$ cat config.mk
export PLATFORM = sky130hd
export DESIGN_NAME = irq_msgwr_gen
export DESIGN_NICKNAME = d
export VERILOG_FILES = /design/src/rtl/irqmsg_pkg.sv /design/src/rtl/irqmsg_route_tbl.sv /design/src/rtl/irqmsg_pin_ctl.sv /design/src/rtl/irqmsg_req_out.sv /design/src/rtl/irq_msgwr_gen.sv
export SDC_FILE = /design/constraint.sdc
export NUM_CORES = 1
export LEC_CHECK = 0
export ABC_AREA = 1
export ABC_CLOCK_PERIOD_IN_PS = 9400
export BUFFER_PORTS_ARGS = -buffer_cell sky130_fd_sc_hd__buf_2
export CAP_MARGIN = 20
export CORE_ASPECT_RATIO = 1.4
export CORE_MARGIN = 4
export CORE_UTILIZATION = 55
export DETAILED_ROUTE_END_ITERATION = 10
export HOLD_SLACK_MARGIN = 0.03
export MAX_ROUTING_LAYER = met4
export PLACE_DENSITY = 0.8
export SETUP_SLACK_MARGIN = 0.4
export SLEW_MARGIN = 20
export SYNTH_ARGS = -nofsm -noshare
export SYNTH_HDL_FRONTEND = slang
export SYNTH_SLANG_ARGS = --single-unit
$ cat constraint.sdc
create_clock -name clk -period 9.4 [get_ports clk]
set_input_delay 0.47 -clock clk [delete_from_list [all_inputs] [get_ports clk]]
set_output_delay 0.47 -clock clk [all_outputs]
set_load 0.005 [all_outputs]
$ cat src/rtl/irqmsg_pkg.sv
package irqmsg_pkg;

  localparam int ENTRY_W = 64;
  localparam int WORD_W  = 32;
  localparam int VEC_W   = 8;

  typedef enum logic [2:0] {
    DM_FIXED  = 3'b000,
    DM_LOWPRI = 3'b001,
    DM_SMI    = 3'b010,
    DM_RSV3   = 3'b011,
    DM_NMI    = 3'b100,
    DM_INIT   = 3'b101,
    DM_RSV6   = 3'b110,
    DM_EXTINT = 3'b111
  } dmode_e;

  // Compact form of the fields the block actually uses
  typedef struct packed {
    logic [7:0]       dest;
    logic [7:0]       xdest;
    logic             mask;
    logic             level;
    logic             logical;
    dmode_e           mode;
    logic [VEC_W-1:0] vec;
  } route_t;

  localparam route_t ROUTE_RESET = '{dest: 8'h00, xdest: 8'h00, mask: 1'b1,
                                     level: 1'b0, logical: 1'b0,
                                     mode: DM_FIXED, vec: '0};

  function automatic route_t unpack_entry(input logic [ENTRY_W-1:0] raw);
    route_t r;
    r.dest    = raw[63:56];
    r.xdest   = raw[55:48];
    r.mask    = raw[16];
    r.level   = raw[15];
    r.logical = raw[11];
    r.mode    = dmode_e'(raw[10:8]);
    r.vec     = raw[7:0];
    return r;
  endfunction

  function automatic logic mode_refused(input dmode_e m);
    return (m == DM_SMI) || (m == DM_NMI) || (m == DM_INIT);
  endfunction

  function automatic logic [WORD_W-1:0] build_addr(input route_t r);
    logic hint;
    hint = (r.mode == DM_LOWPRI);
    return {12'hFEE, r.dest, r.xdest, hint, hint & r.logical, 2'b00};
  endfunction

  function automatic logic [WORD_W-1:0] build_data(input route_t r);
    return {16'h0000, r.level, 4'h0, r.mode, r.vec};
  endfunction

endpackage

$ cat src/rtl/irqmsg_route_tbl.sv
module irqmsg_route_tbl
  import irqmsg_pkg::*;
#(
  parameter int NUM_PINS = 4,
  parameter int IDX_W    = (NUM_PINS > 1) ? $clog2(NUM_PINS) : 1
) (
  input  logic                 clk,
  input  logic                 rst,
  input  logic                 wr_en,
  input  logic [IDX_W-1:0]     wr_idx,
  input  logic [ENTRY_W-1:0]   wr_raw,
  output route_t               routes [NUM_PINS]
);

  route_t store [NUM_PINS];
  route_t wr_route;

  always_comb wr_route = unpack_entry(wr_raw);

  always_ff @(posedge clk) begin
    if (rst) begin
      for (int i = 0; i < NUM_PINS; i++) store[i] <= ROUTE_RESET;
    end else if (wr_en && (int'(wr_idx) < NUM_PINS)) begin
      store[wr_idx] <= wr_route;
    end
  end

  always_comb begin
    for (int i = 0; i < NUM_PINS; i++) routes[i] = store[i];
  end

endmodule

$ cat src/rtl/irqmsg_pin_ctl.sv
module irqmsg_pin_ctl
  import irqmsg_pkg::*;
(
  input  logic             clk,
  input  logic             rst,
  input  logic             pin_now,
  input  logic             pin_prev,
  input  logic             mask,
  input  logic             level,
  input  dmode_e           mode,
  input  logic [VEC_W-1:0] vec,
  input  logic             eoi_valid,
  input  logic [VEC_W-1:0] eoi_vector,
  input  logic             grant,
  output logic             pend,
  output logic             bad_hit
);

  logic rise;
  logic eoi_hit;
  logic fire;
  logic refused;

  always_comb begin
    rise    = pin_now & ~pin_prev;
    eoi_hit = eoi_valid & level & (eoi_vector == vec) & pin_now;
    fire    = rise | eoi_hit;
    refused = mode_refused(mode);
    bad_hit = fire & ~mask & refused;
  end

  always_ff @(posedge clk) begin
    if (rst) begin
      pend <= 1'b0;
    end else if (mask || refused) begin
      pend <= 1'b0;
    end else begin
      pend <= (pend & ~grant) | fire;
    end
  end

endmodule

$ cat src/rtl/irqmsg_req_out.sv
module irqmsg_req_out
  import irqmsg_pkg::*;
#(
  parameter int NUM_PINS = 4
) (
  input  logic                clk,
  input  logic                rst,
  input  logic [NUM_PINS-1:0] pend,
  input  route_t              routes [NUM_PINS],
  input  logic                req_ready,
  output logic [NUM_PINS-1:0] grant,
  output logic                req_valid,
  output logic [WORD_W-1:0]   req_addr,
  output logic [WORD_W-1:0]   req_data
);

  logic   any_pend;
  route_t pick;

  // Lowest-numbered pending pin wins
  always_comb begin
    grant    = '0;
    pick     = routes[0];
    any_pend = 1'b0;
    for (int i = 0; i < NUM_PINS; i++) begin
      if (pend[i] && !any_pend) begin
        any_pend = 1'b1;
        pick     = routes[i];
        if (!req_valid) grant[i] = 1'b1;
      end
    end
  end

  always_ff @(posedge clk) begin
    if (rst) begin
      req_valid <= 1'b0;
      req_addr  <= '0;
      req_data  <= '0;
    end else if (!req_valid) begin
      if (any_pend) begin
        req_valid <= 1'b1;
        req_addr  <= build_addr(pick);
        req_data  <= build_data(pick);
      end
    end else if (req_ready) begin
      req_valid <= 1'b0;
    end
  end

endmodule

$ cat src/rtl/irq_msgwr_gen.sv
module irq_msgwr_gen
  import irqmsg_pkg::*;
#(
  parameter int NUM_PINS = 4,
  parameter int IDX_W    = (NUM_PINS > 1) ? $clog2(NUM_PINS) : 1
) (
  input  logic                clk,
  input  logic                rst,
  input  logic [NUM_PINS-1:0] irq_pins,
  input  logic                cfg_we,
  input  logic [IDX_W-1:0]    cfg_idx,
  input  logic [63:0]         cfg_data,
  input  logic                eoi_valid,
  input  logic [7:0]          eoi_vector,
  output logic                req_valid,
  input  logic                req_ready,
  output logic [31:0]         req_addr,
  output logic [31:0]         req_data,
  output logic                mode_err
);

  route_t              routes [NUM_PINS];
  logic [NUM_PINS-1:0] pins_q;
  logic [NUM_PINS-1:0] pend;
  logic [NUM_PINS-1:0] grant;
  logic [NUM_PINS-1:0] bad_hit;

  irqmsg_route_tbl #(.NUM_PINS(NUM_PINS), .IDX_W(IDX_W)) u_tbl (
    .clk    (clk),
    .rst    (rst),
    .wr_en  (cfg_we),
    .wr_idx (cfg_idx),
    .wr_raw (cfg_data),
    .routes (routes)
  );

  always_ff @(posedge clk) begin
    if (rst) pins_q <= '0;
    else     pins_q <= irq_pins;
  end

  for (genvar g = 0; g < NUM_PINS; g++) begin : g_pin
    irqmsg_pin_ctl u_pin (
      .clk        (clk),
      .rst        (rst),
      .pin_now    (irq_pins[g]),
      .pin_prev   (pins_q[g]),
      .mask       (routes[g].mask),
      .level      (routes[g].level),
      .mode       (routes[g].mode),
      .vec        (routes[g].vec),
      .eoi_valid  (eoi_valid),
      .eoi_vector (eoi_vector),
      .grant      (grant[g]),
      .pend       (pend[g]),
      .bad_hit    (bad_hit[g])
    );
  end

  irqmsg_req_out #(.NUM_PINS(NUM_PINS)) u_out (
    .clk       (clk),
    .rst       (rst),
    .pend      (pend),
    .routes    (routes),
    .req_ready (req_ready),
    .grant     (grant),
    .req_valid (req_valid),
    .req_addr  (req_addr),
    .req_data  (req_data)
  );

  always_ff @(posedge clk) begin
    if (rst)           mode_err <= 1'b0;
    else if (|bad_hit) mode_err <= 1'b1;
  end

endmodule

# --- Yosys cells after proc, flatten, opt, wreduce, memory -nomap -nowiden ---
# Memories as Yosys holds them, arrays and structs flattened.
# Index checks and enable logic that the tools add are counted.
totals:
  elab_cells: 125
  mem_bits_rw: 120
  output_inout_bits: 66
  latch_bits: 0
  in_bits: 83
  register_bits: 41
  mem_bits_ro: 0
  mem_count: 1
op_classes:
  eq_ne: 17
  shifts: 0
  reduce_logical: 25
  addsub: 0
  bitwise: 50
  div: 0
  mul: 0
  n_mux: 23
  n_lt_le_gt_ge: 0
memory_table:
  columns: ["name", "words", "word_bits", "read_ports", "rd_ports_with_merged_regs", "wr", "line", "rtl"]
  rows:
  - ["u_tbl.store", 4, 30, 4, 0, 4, "irqmsg_route_tbl.sv:15", "route_t store [NUM_PINS];"]
op_table:
  columns: ["cell", "count"]
  rows:
  - ["30-bit two-way mux", 4]
  - ["8-bit equality test", 4]
  - ["30-bit OR reduction", 1]
  - ["1-bit AND", 29]
  - ["3-bit equality test, second input constant", 8]
  - ["1-bit two-way mux", 18]
  - ["1-bit inverter", 13]
  - ["3-bit by 2-bit equality test with 1-bit output, second input constant", 4]
  - ["1-bit logical OR", 12]
  - ["1-bit bitwise OR", 8]
  - ["2-bit OR reduction", 4]
  - ["4-bit OR reduction", 1]
  - ["3-bit by 1-bit equality test with 1-bit output, second input constant", 1]
  - ["1-bit logical AND", 3]
  - ["1-bit zero test", 3]
  - ["2-bit two-way mux", 1]
  - ["2-bit AND reduction", 1]

# --- Longest topological paths before layout ---
logic_depth:
  ltp_word: 13
  mapped_depth: 12
  depth_no_buf: 12

# --- Cells and area by module ---
# Synthesis repeated with hierarchy kept, for this count alone.
hier_totals:
  hier_cells: 864
  hier_area_um2: 7885.1
modules_own_cells:
  columns: ["mod", "seq_area_each_um2", "area_per_inst_um2", "cells_each", "n_inst"]
  rows:
  - ["irqmsg_route_tbl", 3603.5, 4405.5, 297, 1]
  - ["irqmsg_req_out", 640.6, 2290.9, 339, 1]
  - ["irqmsg_pin_ctl", 20.0, 257.7, 52, 4]
  - ["irq_msgwr_gen", 100.1, 157.7, 20, 1]

# --- Worst setup path before layout ---
# No wires, ideal clock.
synth_timing:
  kind: "input port to flip-flop"
  start: "in cfg_idx[1]"
  end: "mem u_tbl.store[2][0] (netlist bit) (enable)"
  n_path_buf: 1
  setup_slack_ns: 5.912
  setup_time_ns: 0.459
  required_time_ns: 8.941
  arrival_ns: 3.029
  path_stages: 5
  cell_sequence: "inv_1 -> nor2_1 -> inv_1 -> clkbuf_1 -> o21ai_0"
synth_rtl:
  columns: ["item", "line", "rtl"]
  rows:
  - ["start, declared", "irq_msgwr_gen.sv:11", "input logic [IDX_W-1:0] cfg_idx,"]
  - ["end, declared", "irqmsg_route_tbl.sv:15", null]

==> qor.yml <==
power_and_ir_drop:
  seq_power_share: 0.496
  cellPowerDensity_nw_per_um2: 201.8
  power.switching_uw: 434.5
  p_comb_frac: 0.114
  ir_worst_vdd_mv: 0.1299
  clkPwrFrac: 0.389
  swShare: 0.2533
  leakage_uw: 0.003727
  p_int_uw: 1281
placement:
  place_area_um2: 7908
  gp_congestion: 0.9216
  port_buffers: 90
  dp_hpwl_um: 11330
setup_path:
  max_stage_delay_ns: 0.70
  cp_cell_sequence: "buf_2, nor2_2, clkinv_2, nor2_1, inv_1, nor2_1, inv_2, nand2_1, buf_4"
  path_delay_family: "buffers and inverters"
  start_kind: "input pin"
  required_ns: 9.51
  crit_slowest_cell: "nand2_1"
  path_max_fanout: 59
  cp_num_buf_inv: 5
  end_kind: "flip-flop"
  crit_type: "in2reg"
  crit_path_frequent_cell: "nor2_1"
  crit_arrival_ns: 3.48
cts:
  cts_resized: 0
  clkTransAtPathRegs_ns: 0.06
  cts.path.max_buffers: 2
  htreeDepth: 4
  cts_setup_buffers: 0
  cts-hold-fix-buffers: 0
  cts_buffers: 17
  cts_tree: "built"
  clk_latency_ns: 0.43
  clkSinkCount: 161
  ctsRootBufferMaster: "clkbuf_16"
grt:
  grt_pass1_vias: 5780
  antenna_found_initial: 0
  grt.overflow.total: 0
  grt_pass1_wl_um: 28670
  grt_use_total: 0.2443
  grt_max_degree: 60
drt:
  wl_per_cell_um: 17.29
  wl_um: 18540
  drt-initial-drc-count: 338
  drc: 0
  num_vias: 5895
  ant_nets: 0
  firstDrtPassIters: 7
  via_per_inst: 5.499
sta:
  period_share: 0.3585
  fmax_ghz: 0.2968
  final-setup-viol-count: 0
  tns_ns: 0
  rsz0062_at_grt: "no"
  finalHoldViolCount: 0
  clock_skew_ns: 0.01074
  final_max_slew_viol_count: 0
  tightest_slew_ns: 0.8751
  relSlewSlack: 0.4159
  period_needed_ns: 3.370
synth:
  ys_warn_count: 0
  synth_area_leaders: "edfxtp_1 48%, dfxtp_1 11%, nor2_1 6.5%"
  syn_inst: 813
  synth-seq-area-share: 0.5880
  synth_seq_cells: 161
  synthArstFlopShare: 0
  avgSynthCellArea_um2: 9.255
  synth_edf_count: 120
  synth_largest_area_cell: "edfxtp_1"
  synth-main-ff-cell: "edfxtp_1"
  synth.cell_area_um2: 7525
  ys_types: 32
  yosys.area.top_type_share: 0.4789
die:
  die_area_um2: 15640
  die_w_um: 106.9
  core_um2: 13390
  rows: 50
  dieHeight_um: 146.4
  io_pins: 149
  initial_utilization: 0.5621
cells_and_area:
  n_antenna_cell: 0
  area_growth_pct: 12.94
  design_area_um2: 8498
  drive_gt1_frac: 0.1652
  finalNetCount: 960
run:
  cap_violations: 0
run_status:
  status: "completed"
hold_path:
  hold_path.class: "in2reg"
==> cell usage in the layout, fill, tap and decap left out, types with 2 or more instances in the layout <==
master / count
nand4_1: 2
nand2_1: 101
clkinv_2: 4
o21ai_0: 29
clkbuf_16: 17
xnor2_1: 6
xor2_1: 2
bufinv_16: 2
edfxtp_1: 120
inv_1: 80
clkinvlp_4: 3
o21ai_1: 13
buf_4: 8
nor3_1: 33
o211ai_1: 34
nor2_1: 131
dfxtp_1: 41
or2_2: 2
o21a_1: 2
clkinv_1: 3
conb_1: 24
nand2_2: 2
clkinv_4: 3
a21oi_1: 62
nand3_1: 58
o21ai_2: 2
inv_2: 6
buf_2: 90
==> synthesized netlist by cell type, drive strengths merged (2+ instances only) <==
library cell / instances
nor2: 133
edfxtp: 120
nand2: 103
inv: 87
a21oi: 62
buf: 62
nand3: 59
o21ai: 44
dfxtp: 41
o211ai: 35
nor3: 33
clkbuf: 16
xnor2: 6
nand4: 2
o21a: 2
or2: 2
xor2: 2
==> per-layer routing <==
metal | GRT usage | vias up | share of wire
li1 | - | 2806 | -
met1 | 0.2734 | 2762 | 0.36
met2 | 0.4215 | 280 | 0.53
met3 | 0.04511 | 47 | 0.080
met4 | 0.1100 | 0 | 0.034
met5 | - | - | 0
==> layout make-up <==
cell class / instances / area, um2
fillers: 1095 / 4890
flip-flops and latches: 161 / 4424
multi-input cells: 509 / 2400
repair buffers: 100 / 545.5
clock buffers: 18 / 429.2
inverters: 88 / 331.6
well taps: 182 / 227.7
clock inverters: 14 / 140.1
==> kinds of logic (layout without fill, tap and decap cells) <==
family          after synthesis  after routing  share of synthesized area
xor+xnor                      8              8                   0.009312
buf+inv                     166            220                     0.1069
other cells                   1             24                  0.0004984
compound gates              145            145                     0.1104
flops                       161            161                     0.5880
simple gates                332            332                     0.1849
==> worst paths after layout <==
check | cells after the start | start | endpoint | slack [ns]
hold / removal | 3 | irq_pins[2] | pins_q[2] | 0.27
setup / recovery | 9 | rst | u_tbl.store[0][10] | 6.03
setup reg to reg | 7 | g_pin[1].u_pin.pend | u_out.req_addr[2] | 6.80
hold reg to reg | 2 | u_out.req_addr[3] | u_out.req_addr[3] | 0.46
==> power groups by stage <==
stage	registers (uW)	clock network, uW	logic [uW]
2_1_floorplan	862	0	134
3_3_place_gp	863	0	189
3_5_place_dp	865	0	193
4_1_cts	851	667	195
5_1_grt	857	704	218
6_report	852	668	196
==> state kept, by name, indices dropped and copies added (netlist names) <==
signal	flops
u_tbl.store	120
u_out.req_addr	19
u_out.req_data	12
g_pin.u_pin.pend	4
pins_q	4
mode_err	1
u_out.req_valid	1
==> worst register-to-register path, delay by kind of cell, from the launching register on <==
| kind | cells | cell delay (ns) |
|---|---|---|
| AO/OA/AOI/OAI | 3 | 0.71 |
| buffers and inverters | 1 | 0.34 |
| flip-flops | 1 | 0.64 |
| AND/OR/NAND/NOR | 3 | 0.86 |
==> per-stage QoR <==
stage | instances | total power [uW] | hold slack [ns] | setup slack (ns) | util
2_1_floorplan | 836 | 996.4 | 0.4608 | 5.912 | -
6_report | 1072 | 1715 | 0.2732 | 6.030 | 0.6348
5_1_grt | 1072 | 1780 | 0.2885 | 5.741 | 0.6348
3_3_place_gp | 1038 | 1052 | 0.4530 | 5.684 | 0.5895
4_1_cts | 1071 | 1713 | 0.2689 | 6.095 | 0.6332
3_5_place_dp | 1039 | 1059 | 0.4558 | 5.685 | 0.5907
No activity file was read; power rests on OpenSTA's default activity.
